`src/rtl/stack_ctx_seq.sv`:
```
module stack_ctx_seq #(
  parameter int DW = 8,
  parameter int AW = 8,
  parameter int RW = 3
) (
  input  logic          clk,
  input  logic          rst_n,
  input  logic          cmd_valid,
  input  logic [2:0]    cmd_op,
  input  logic [RW-1:0] cmd_reg,
  input  logic [AW-1:0] cmd_imm,
  input  logic [AW-1:0] pc_in,
  input  logic [DW-1:0] flags_in,
  input  logic [DW-1:0] rf_rdata,
  input  logic [DW-1:0] mem_rdata,
  output logic [RW-1:0] rf_raddr,
  output logic          rf_we,
  output logic [RW-1:0] rf_waddr,
  output logic [DW-1:0] rf_wdata,
  output logic          rf_clr_bank0,
  output logic          flags_we,
  output logic [DW-1:0] flags_wdata,
  output logic          pc_load,
  output logic [AW-1:0] pc_value,
  output logic [AW-1:0] mem_addr,
  output logic [DW-1:0] mem_wdata,
  output logic          mem_we,
  output logic [AW-1:0] sp,
  output logic          busy,
  output logic          done
);
  localparam logic [2:0] OP_PUSH = 3'd1, OP_POP = 3'd2, OP_CALL = 3'd3,
                         OP_RET  = 3'd4, OP_RSET = 3'd5, OP_SAVE = 3'd6,
                         OP_RSTR = 3'd7;
  localparam int NREG = 4;
  localparam logic [2:0] SAVE_LAST = 3'(NREG + 1);
  localparam logic [2:0] RSTR_LAST = 3'(NREG);

  logic          busy_q;
  logic [2:0]    op_q;
  logic [RW-1:0] reg_q;
  logic [AW-1:0] imm_q;
  logic [2:0]    step_q;
  logic [AW-1:0] sp_q;
  logic          last, sp_inc;

  assign busy = busy_q;
  assign sp   = sp_q;
  assign last = (op_q == OP_SAVE) ? (step_q == SAVE_LAST) :
                (op_q == OP_RSTR) ? (step_q == RSTR_LAST) : 1'b1;
  assign done = busy_q && last;
  assign sp_inc = busy_q && (op_q == OP_POP || op_q == OP_RET || op_q == OP_RSTR);

  always_comb begin
    rf_raddr     = reg_q;
    rf_we        = 1'b0;
    rf_waddr     = reg_q;
    rf_wdata     = mem_rdata;
    rf_clr_bank0 = 1'b0;
    flags_we     = 1'b0;
    flags_wdata  = mem_rdata;
    pc_load      = 1'b0;
    pc_value     = AW'(mem_rdata);
    mem_addr     = sp_q;
    mem_wdata    = rf_rdata;
    mem_we       = 1'b0;
    if (busy_q) begin
      case (op_q)
        OP_PUSH: begin
          mem_addr = sp_q - 1'b1;
          mem_we   = 1'b1;
        end
        OP_POP: rf_we = 1'b1;
        OP_CALL: begin
          mem_addr  = sp_q - 1'b1;
          mem_wdata = DW'(pc_in);
          mem_we    = 1'b1;
          pc_load   = 1'b1;
          pc_value  = imm_q;
        end
        OP_RET: pc_load = 1'b1;
        OP_RSET: begin
          pc_load  = 1'b1;
          pc_value = '0;
        end
        OP_SAVE: begin
          mem_addr = sp_q - 1'b1;
          rf_raddr = RW'(step_q - 3'd1);
          if (step_q == 3'd0) begin
            mem_wdata = flags_in;
            mem_we    = 1'b1;
          end else if (step_q == SAVE_LAST) begin
            rf_clr_bank0 = 1'b1;
          end else begin
            mem_we = 1'b1;
          end
        end
        OP_RSTR: begin
          rf_waddr = RW'(3'(NREG - 1) - step_q);
          if (step_q == RSTR_LAST) flags_we = 1'b1;
          else                     rf_we    = 1'b1;
        end
        default: ;
      endcase
    end
  end

  always_ff @(posedge clk) begin
    if (!rst_n) begin
      busy_q <= 1'b0;
      op_q   <= '0;
      reg_q  <= '0;
      imm_q  <= '0;
      step_q <= '0;
      sp_q   <= '0;
    end else begin
      if (!busy_q) begin
        if (cmd_valid && cmd_op != 3'd0) begin
          busy_q <= 1'b1;
          op_q   <= cmd_op;
          reg_q  <= cmd_reg;
          imm_q  <= cmd_imm;
          step_q <= '0;
        end
      end else begin
        step_q <= step_q + 3'd1;
        if (last) busy_q <= 1'b0;
      end
      if (busy_q && op_q == OP_RSET) sp_q <= '0;
      else if (mem_we)               sp_q <= sp_q - 1'b1;
      else if (sp_inc)               sp_q <= sp_q + 1'b1;
    end
  end

  AST_IDLE_NO_WRITE: assert property (@(posedge clk) disable iff (!rst_n)
    !busy |-> !(mem_we || rf_we || rf_clr_bank0 || flags_we || pc_load));
  AST_PUSH_PREDEC: assert property (@(posedge clk) disable iff (!rst_n)
    (busy && op_q == OP_PUSH) |-> (mem_addr == sp - 1'b1) ##1 (sp == $past(sp) - 1'b1));
  AST_POP_POSTINC: assert property (@(posedge clk) disable iff (!rst_n)
    (busy && op_q == OP_POP) |=> (sp == $past(sp) + 1'b1));
  AST_RSET_ZERO: assert property (@(posedge clk) disable iff (!rst_n)
    (busy && op_q == OP_RSET) |=> (sp == '0));
  AST_DONE_PULSE: assert property (@(posedge clk) disable iff (!rst_n)
    done |=> !done && !busy);
  AST_DONE_IN_BUSY: assert property (@(posedge clk) disable iff (!rst_n)
    done |-> busy);
  AST_BUSY_STABLE_OP: assert property (@(posedge clk) disable iff (!rst_n)
    (busy && !done) |=> busy && $stable(op_q));
  AST_ONE_ACCESS: assert property (@(posedge clk) disable iff (!rst_n)
    $countones({mem_we, rf_we, flags_we, rf_clr_bank0}) <= 1);
endmodule

```
`config.mk`:
```
export PLATFORM = sky130hd
export DESIGN_NAME = stack_ctx_seq
export DESIGN_NICKNAME = d
export VERILOG_FILES = /design/src/rtl/stack_ctx_seq.sv
export SDC_FILE = /design/constraint.sdc
export NUM_CORES = 1
export LEC_CHECK = 0
export CAP_MARGIN = 15
export CORE_MARGIN = 2
export CORE_UTILIZATION = 39
export DETAILED_ROUTE_END_ITERATION = 10
export PLACE_DENSITY = 0.9
export SLEW_MARGIN = 10
export SYNTH_ARGS = -nofsm -noshare
export SYNTH_HDL_FRONTEND = slang
export SYNTH_SLANG_ARGS = --single-unit
```
`constraint.sdc`:
```
create_clock -name clk -period 2.5 [get_ports clk]
set_clock_uncertainty 0.1 [all_clocks]
set_input_delay 0.5 -clock clk [delete_from_list [all_inputs] [get_ports clk]]
set_output_delay 0.5 -clock clk [all_outputs]
set_load 0.01 [all_outputs]
```
== After elaboration in Yosys (flattened, before gate mapping) ==
Index checks and enable logic that the tools add are counted.

* Register bits: 26
* Input bits: 49
* Output and inout bits: 61
* Logic and storage cells: 73

* $add $sub $neg: 5
* Equality and inequality tests: 9
* Muxes and demuxes: 36
* Bitwise operators: 2
* Reductions and logical operators: 15

{| class="wikitable"
|+ Operators by type and width
! cell !! count
|-
| two-way mux 8 bit || 7
|-
| case mux 8 bit (2 select lines) || 2
|-
| two-way mux 1 bit || 19
|-
| == test 3 bit (second input constant) || 6
|-
| two-way mux 3 bit || 6
|-
| adder 8 x 1 -> 8 bit (second input constant) || 1
|-
| subtractor 8 x 1 -> 8 bit (second input constant) || 1
|-
| == test 3 x 2 -> 1 bit (second input constant) || 2
|-
| OR reduction 3 bit || 2
|-
| logical AND 1 bit || 4
|-
| case mux 1 bit (2 select lines) || 2
|-
| nonzero test 2 bit || 2
|-
| OR reduction 2 bit || 2
|-
| adder 3 x 1 -> 3 bit (second input constant) || 1
|-
| == test 3 x 1 -> 1 bit (second input constant) || 1
|-
| zero test 3 bit || 1
|-
| nonzero test 3 bit || 1
|-
| subtractor 2 x 3 -> 3 bit (first input constant) || 1
|-
| subtractor 3 x 1 -> 3 bit (second input constant) || 1
|-
| logical OR 1 bit || 2
|-
| inverter 1 bit || 2
|-
| AND reduction 2 bit || 1
|}

== Logic depth before layout (Yosys ltp) ==
* Depth after elaboration: 6
* Gate-level depth with buffers: 7
* Depth with buffers taken out: 7

== Worst setup path after synthesis ==
Ideal clock, no wire load.

* Kind: register -> output
* Start point: register sp_q[0] (netlist: sp[0])
* End point: output mem_addr[6]
* Arrival: 1633 ps
* Setup slack: 267 ps
* Cell stages (with the launch flop): 7
* Path buffers: 0
* Cells stage by stage: dfxtp_1 -> inv_1 -> ha_1 -> or3b_1 -> nor3_1 -> and2_1 -> xor2_1

* Word-level cells in the longest chain between the ends: 3

{| class="wikitable"
|+ RTL lines
! element !! RTL line !! source
|-
| from (decl) || 44 || <nowiki>logic [AW-1:0] sp_q;</nowiki>
|-
| from (signal assigned) || 130 || <nowiki>else if (mem_we) sp_q <= sp_q - 1'b1;</nowiki>
|-
| from (signal assigned) || 131 || <nowiki>else if (sp_inc) sp_q <= sp_q + 1'b1;</nowiki>
|-
| subtractor 8 x 1 -> 8 bit || 70, 75, 87 ||
|-
| two-way mux 8 bit || n/a ||
|-
| two-way mux 8 bit || 67 || <nowiki>if (busy_q) begin</nowiki>
|-
| to (decl) || 25 || <nowiki>output logic [AW-1:0] mem_addr,</nowiki>
|}

No other way between the ends.

== Final worst setup path ==
* Start point: register op_q[2]
* End point: output pc_value[1]

* Word-level cells in the longest chain between the ends: 3
* Elaborated cells on any way between the ends: 4
* Classes of those cells: eq/ne (2); mux (2)

{| class="wikitable"
|+ RTL lines
! element !! RTL line !! source
|-
| from (decl) || 40 || <nowiki>logic [2:0] op_q;</nowiki>
|-
| from (signal assigned) || 120 || <nowiki>op_q <= cmd_op;</nowiki>
|-
| == test 3 bit or == test 3 x 2 -> 1 bit (tied branches) || 68 || <nowiki>case (op_q)</nowiki>
|-
| case mux 8 bit (2 select lines) (*) || 68 ||
|-
| two-way mux 8 bit (*) || 67 ||
|-
| to (decl) || 24 || <nowiki>output logic [AW-1:0] pc_value,</nowiki>
|}

Mark *: on every way between the ends. The rest lies on a longest branch, timed or not.

==> results.ini <==
[run_status]
status=completed

[floorplanning]
ioPinCount=110
die_h_um=74.4
die_x_um=74.4
initial_core_util_pct=40.6
rows=25
die_area_um2=5530
core_area_um2=4750

[detailed_routing]
wl_um=7330
via_per_inst=5.47
wl_per_cell_um=16.3
ant_nets=0
first_iter_violations=246
route.detailed.drc=0
via_count=2463
first_pass_iters=5

[worst_setup_path]
cpMostUsedCell=buf_4
crit_chain=buf_4, buf_4, xor2_2, nand3_2, buf_4, a22o_1, dlygate4sd2_1
startpoint_type=flip-flop
rr_worst_depth=7
cp-endpoint=pc_value[1]
path_delay_family=buffers and inverters
path_class=reg -> out
end_kind=output port
cp_slowest_cell=dfxtp_2
crit_buf_inv=4
worst-path-stages=7
slowest_delay_ns=0.34
arrival_ns=1.90
rr_endpoint=sp[6]$_SDFFE_PP0P_
setup.worst_path.start=op_q[2]$_SDFFE_PN0P_
r2r_slack_ns=0.42
r2r_start=step_q[1]$_SDFFE_PN0P_
required_ns=1.90
critPathMaxFanout=4

[cts]
cts-buffers-inserted=3
cts_root_buf=clkbuf_8
path_clk_slew_ns=0.10
clk_latency_ns=0.28
htree_levels=1
cts_buffer_depth=2
cts_tree=done
cts.sinks=26

[synthesis]
synthFlopType=dfxtp_1
synth_nets=313
syn_inst=258
syn_area_per_cell_um2=7.49
syn_area_um2=1930
ys_ff_latch=26
ys_async_sr_fraction_pct=0
ys_types=47
seq_area_frac_synth_pct=26.9
synth_edf_count=0
ys.warnings.count=0

[cells_and_area]
final_cell_area_um2=3350
nFillCells=337
drive_above_1_share_pct=20.1
fin_cells=450
area_growth_pct=73.6
fin_nets=439
final_core_utilization_pct=70.6
n_antenna_cell=0

[sta]
relSlewSlack_pct=36.8
post-route-min-period_ns=2.50
slew_violations=0
worst_pin_slew_ns=0.944
finalHoldWorstSlack_ns=0.363
grt_setup_unrepaired=yes
timing.fmax_mhz=401
finalSetupViolCount=0
hold_viol_final=0
fin_crit_sh_pct=99.8

[placed_design]
placement.io_buffers=109
placed_cell_area_um2=3110
dp.cells=431
dp_hpwl_um=5030
routabilityCongestion=0.909

[power]
ir_drop_uv=384
p_int_w=0.000893
power.leakage_nw=1.51
seq_power_share_pct=36.5
power.density_nw_per_um2=374
switching_power_w=0.000362
clkPwrFrac_pct=29.2
switching_share_pct=28.8
power_frac_comb_pct=34.2

[global_route]
antenna_found_initial=0
grt_pass1_vias=2129
gr-usage-met1_pct=31.6
grt_pass1_wl_um=10500
grt-ovfl-total=0
grtUsageMet3_pct=2.17
grtUsageMet2_pct=42.3
gr-usage-all-layers_pct=24.1
busiest_layer=met2
grt_max_degree=19

[hold_path]
hold_class=reg -> reg
hold_path_depth=2

[run]
drv_cap=0

==> final cells by class <==
| type | count | area, µm² | share of cell area (%) |
|---|---|---|---|
| Clock inverter | 1 | 30.0 | 0.895 |
| Tap cell | 67 | 83.8 | 2.50 |
| Sequential cell | 26 | 536 | 16.0 |
| Clock buffer | 3 | 41.3 | 1.23 |
| Inverter | 5 | 18.8 | 0.559 |
| Timing Repair Buffer | 150 | 1370 | 40.9 |
| Multi-Input combinational cell | 198 | 1270 | 38.0 |
==> through the flow <==
stage | TNS, ns | total power, W | worst slack (ns)
2_1_floorplan | 0 | 0.000642 | 0.267
3_3_place_gp | -0.0221 | 0.000847 | -0.0221
3_5_place_dp | -0.151 | 0.000859 | -0.0856
4_1_cts | 0 | 0.00122 | 0.00570
5_1_grt | -0.211 | 0.00131 | -0.0346
6_report | 0 | 0.00125 | 0.00437
==> state kept, by name (all words and copies together) (netlist names) <==
signal / count
sp: 8
step_q: 3
op_q: 3
reg_q: 3
busy: 1
imm_q: 8
==> power by group through the flow <==
stage | Combinational [W] | Sequential [W] | Clock [W]
finish | 0.000429 | 0.000458 | 0.000367
global route | 0.000460 | 0.000460 | 0.000385
CTS | 0.000400 | 0.000455 | 0.000367
detailed placement | 0.000396 | 0.000463 | 0
global placement | 0.000386 | 0.000461 | 0
floorplan | 0.000181 | 0.000460 | 0
==> cells by family after synthesis <==
group | synth area share [%]
simple gates | 28.9
compound gates | 21.4
buf+inv | 10.7
flops | 26.9
xor+xnor | 4.99
mux | 3.17
fa+ha+maj | 3.89
==> metal layers <==
metal,wire (µm),vias up
met5,0,-
met3,526,13
met1,2770,1184
li1,-,1133
met4,119,0
met2,3910,133
==> cells in the final DEF (no fill, tap or decap), types with 2 or more instances in the layout <==
cell	Yosys	layout
inv_1	4	2
o21ai_0	14	13
and2_1	3	2
xor2_1	4	3
dlymetal6s2s_1	0	3
nor3_4	0	2
inv_2	0	2
buf_2	6	4
dlygate4sd2_1	0	15
nand3_1	6	5
dfxtp_1	26	18
nand4_1	2	2
and3_1	5	4
a22o_1	8	8
dfxtp_2	0	6
mux2i_1	5	5
a21oi_1	22	22
clkdlybuf4s50_1	0	78
ha_1	6	5
o21ai_1	1	2
clkbuf_8	0	3
xnor2_1	7	7
nor2_1	11	11
nand2_1	58	58
nor3_1	3	2
buf_4	17	40
a22oi_1	11	11
dfxtp_4	0	2
nor2b_1	4	4
or3_1	6	5
clkdlybuf4s15_1	0	9
==> worst min-delay path: stages, from the launching register on <==
cell     delay (ns)
dfxtp_1        0.32
nand2_1        0.05
a21oi_1        0.05
==> how the worst min path moves through the flow <==
stage | slack [ns] | endpoint | start
floorplan | 0.34 | imm_q[0]$_SDFFE_PN0P_ | imm_q[0]$_SDFFE_PN0P_
finish | 0.36 | imm_q[7]$_SDFFE_PN0P_ | imm_q[7]$_SDFFE_PN0P_
CTS | 0.37 | imm_q[1]$_SDFFE_PN0P_ | imm_q[1]$_SDFFE_PN0P_
global route | 0.40 | imm_q[7]$_SDFFE_PN0P_ | imm_q[7]$_SDFFE_PN0P_
global placement | 0.34 | imm_q[5]$_SDFFE_PN0P_ | imm_q[5]$_SDFFE_PN0P_
detailed placement | 0.36 | imm_q[1]$_SDFFE_PN0P_ | imm_q[1]$_SDFFE_PN0P_
==> cells in the mapped netlist (all sizes together) (3+ instances only) <==
cell type / instances / area share, %
nor3: 4 / 1.3
inv: 4 / 0.78
buf: 24 / 8.7
xor2: 4 / 1.8
xnor2: 7 / 3.2
ha: 6 / 3.9
nand2: 59 / 12
a22oi: 11 / 4.3
and3: 5 / 1.6
nand3: 6 / 1.6
dfxtp: 26 / 27
and2: 3 / 0.97
clkbuf: 5 / 0.97
a21oi: 23 / 6.2
a22o: 8 / 3.6
nor2: 11 / 2.1
mux2i: 5 / 2.6
nor2b: 4 / 1.3
or3: 6 / 1.9
o21ai: 15 / 3.9
==> what timing repair did <==
action,in CTS,in global routing
pin swaps,4,6
gates resized for setup,58,23
endpoints found under the setup margin,33,21
hold buffers,0,0
setup buffers,5,10
Note: power is estimated with default switching activity, not from simulation.
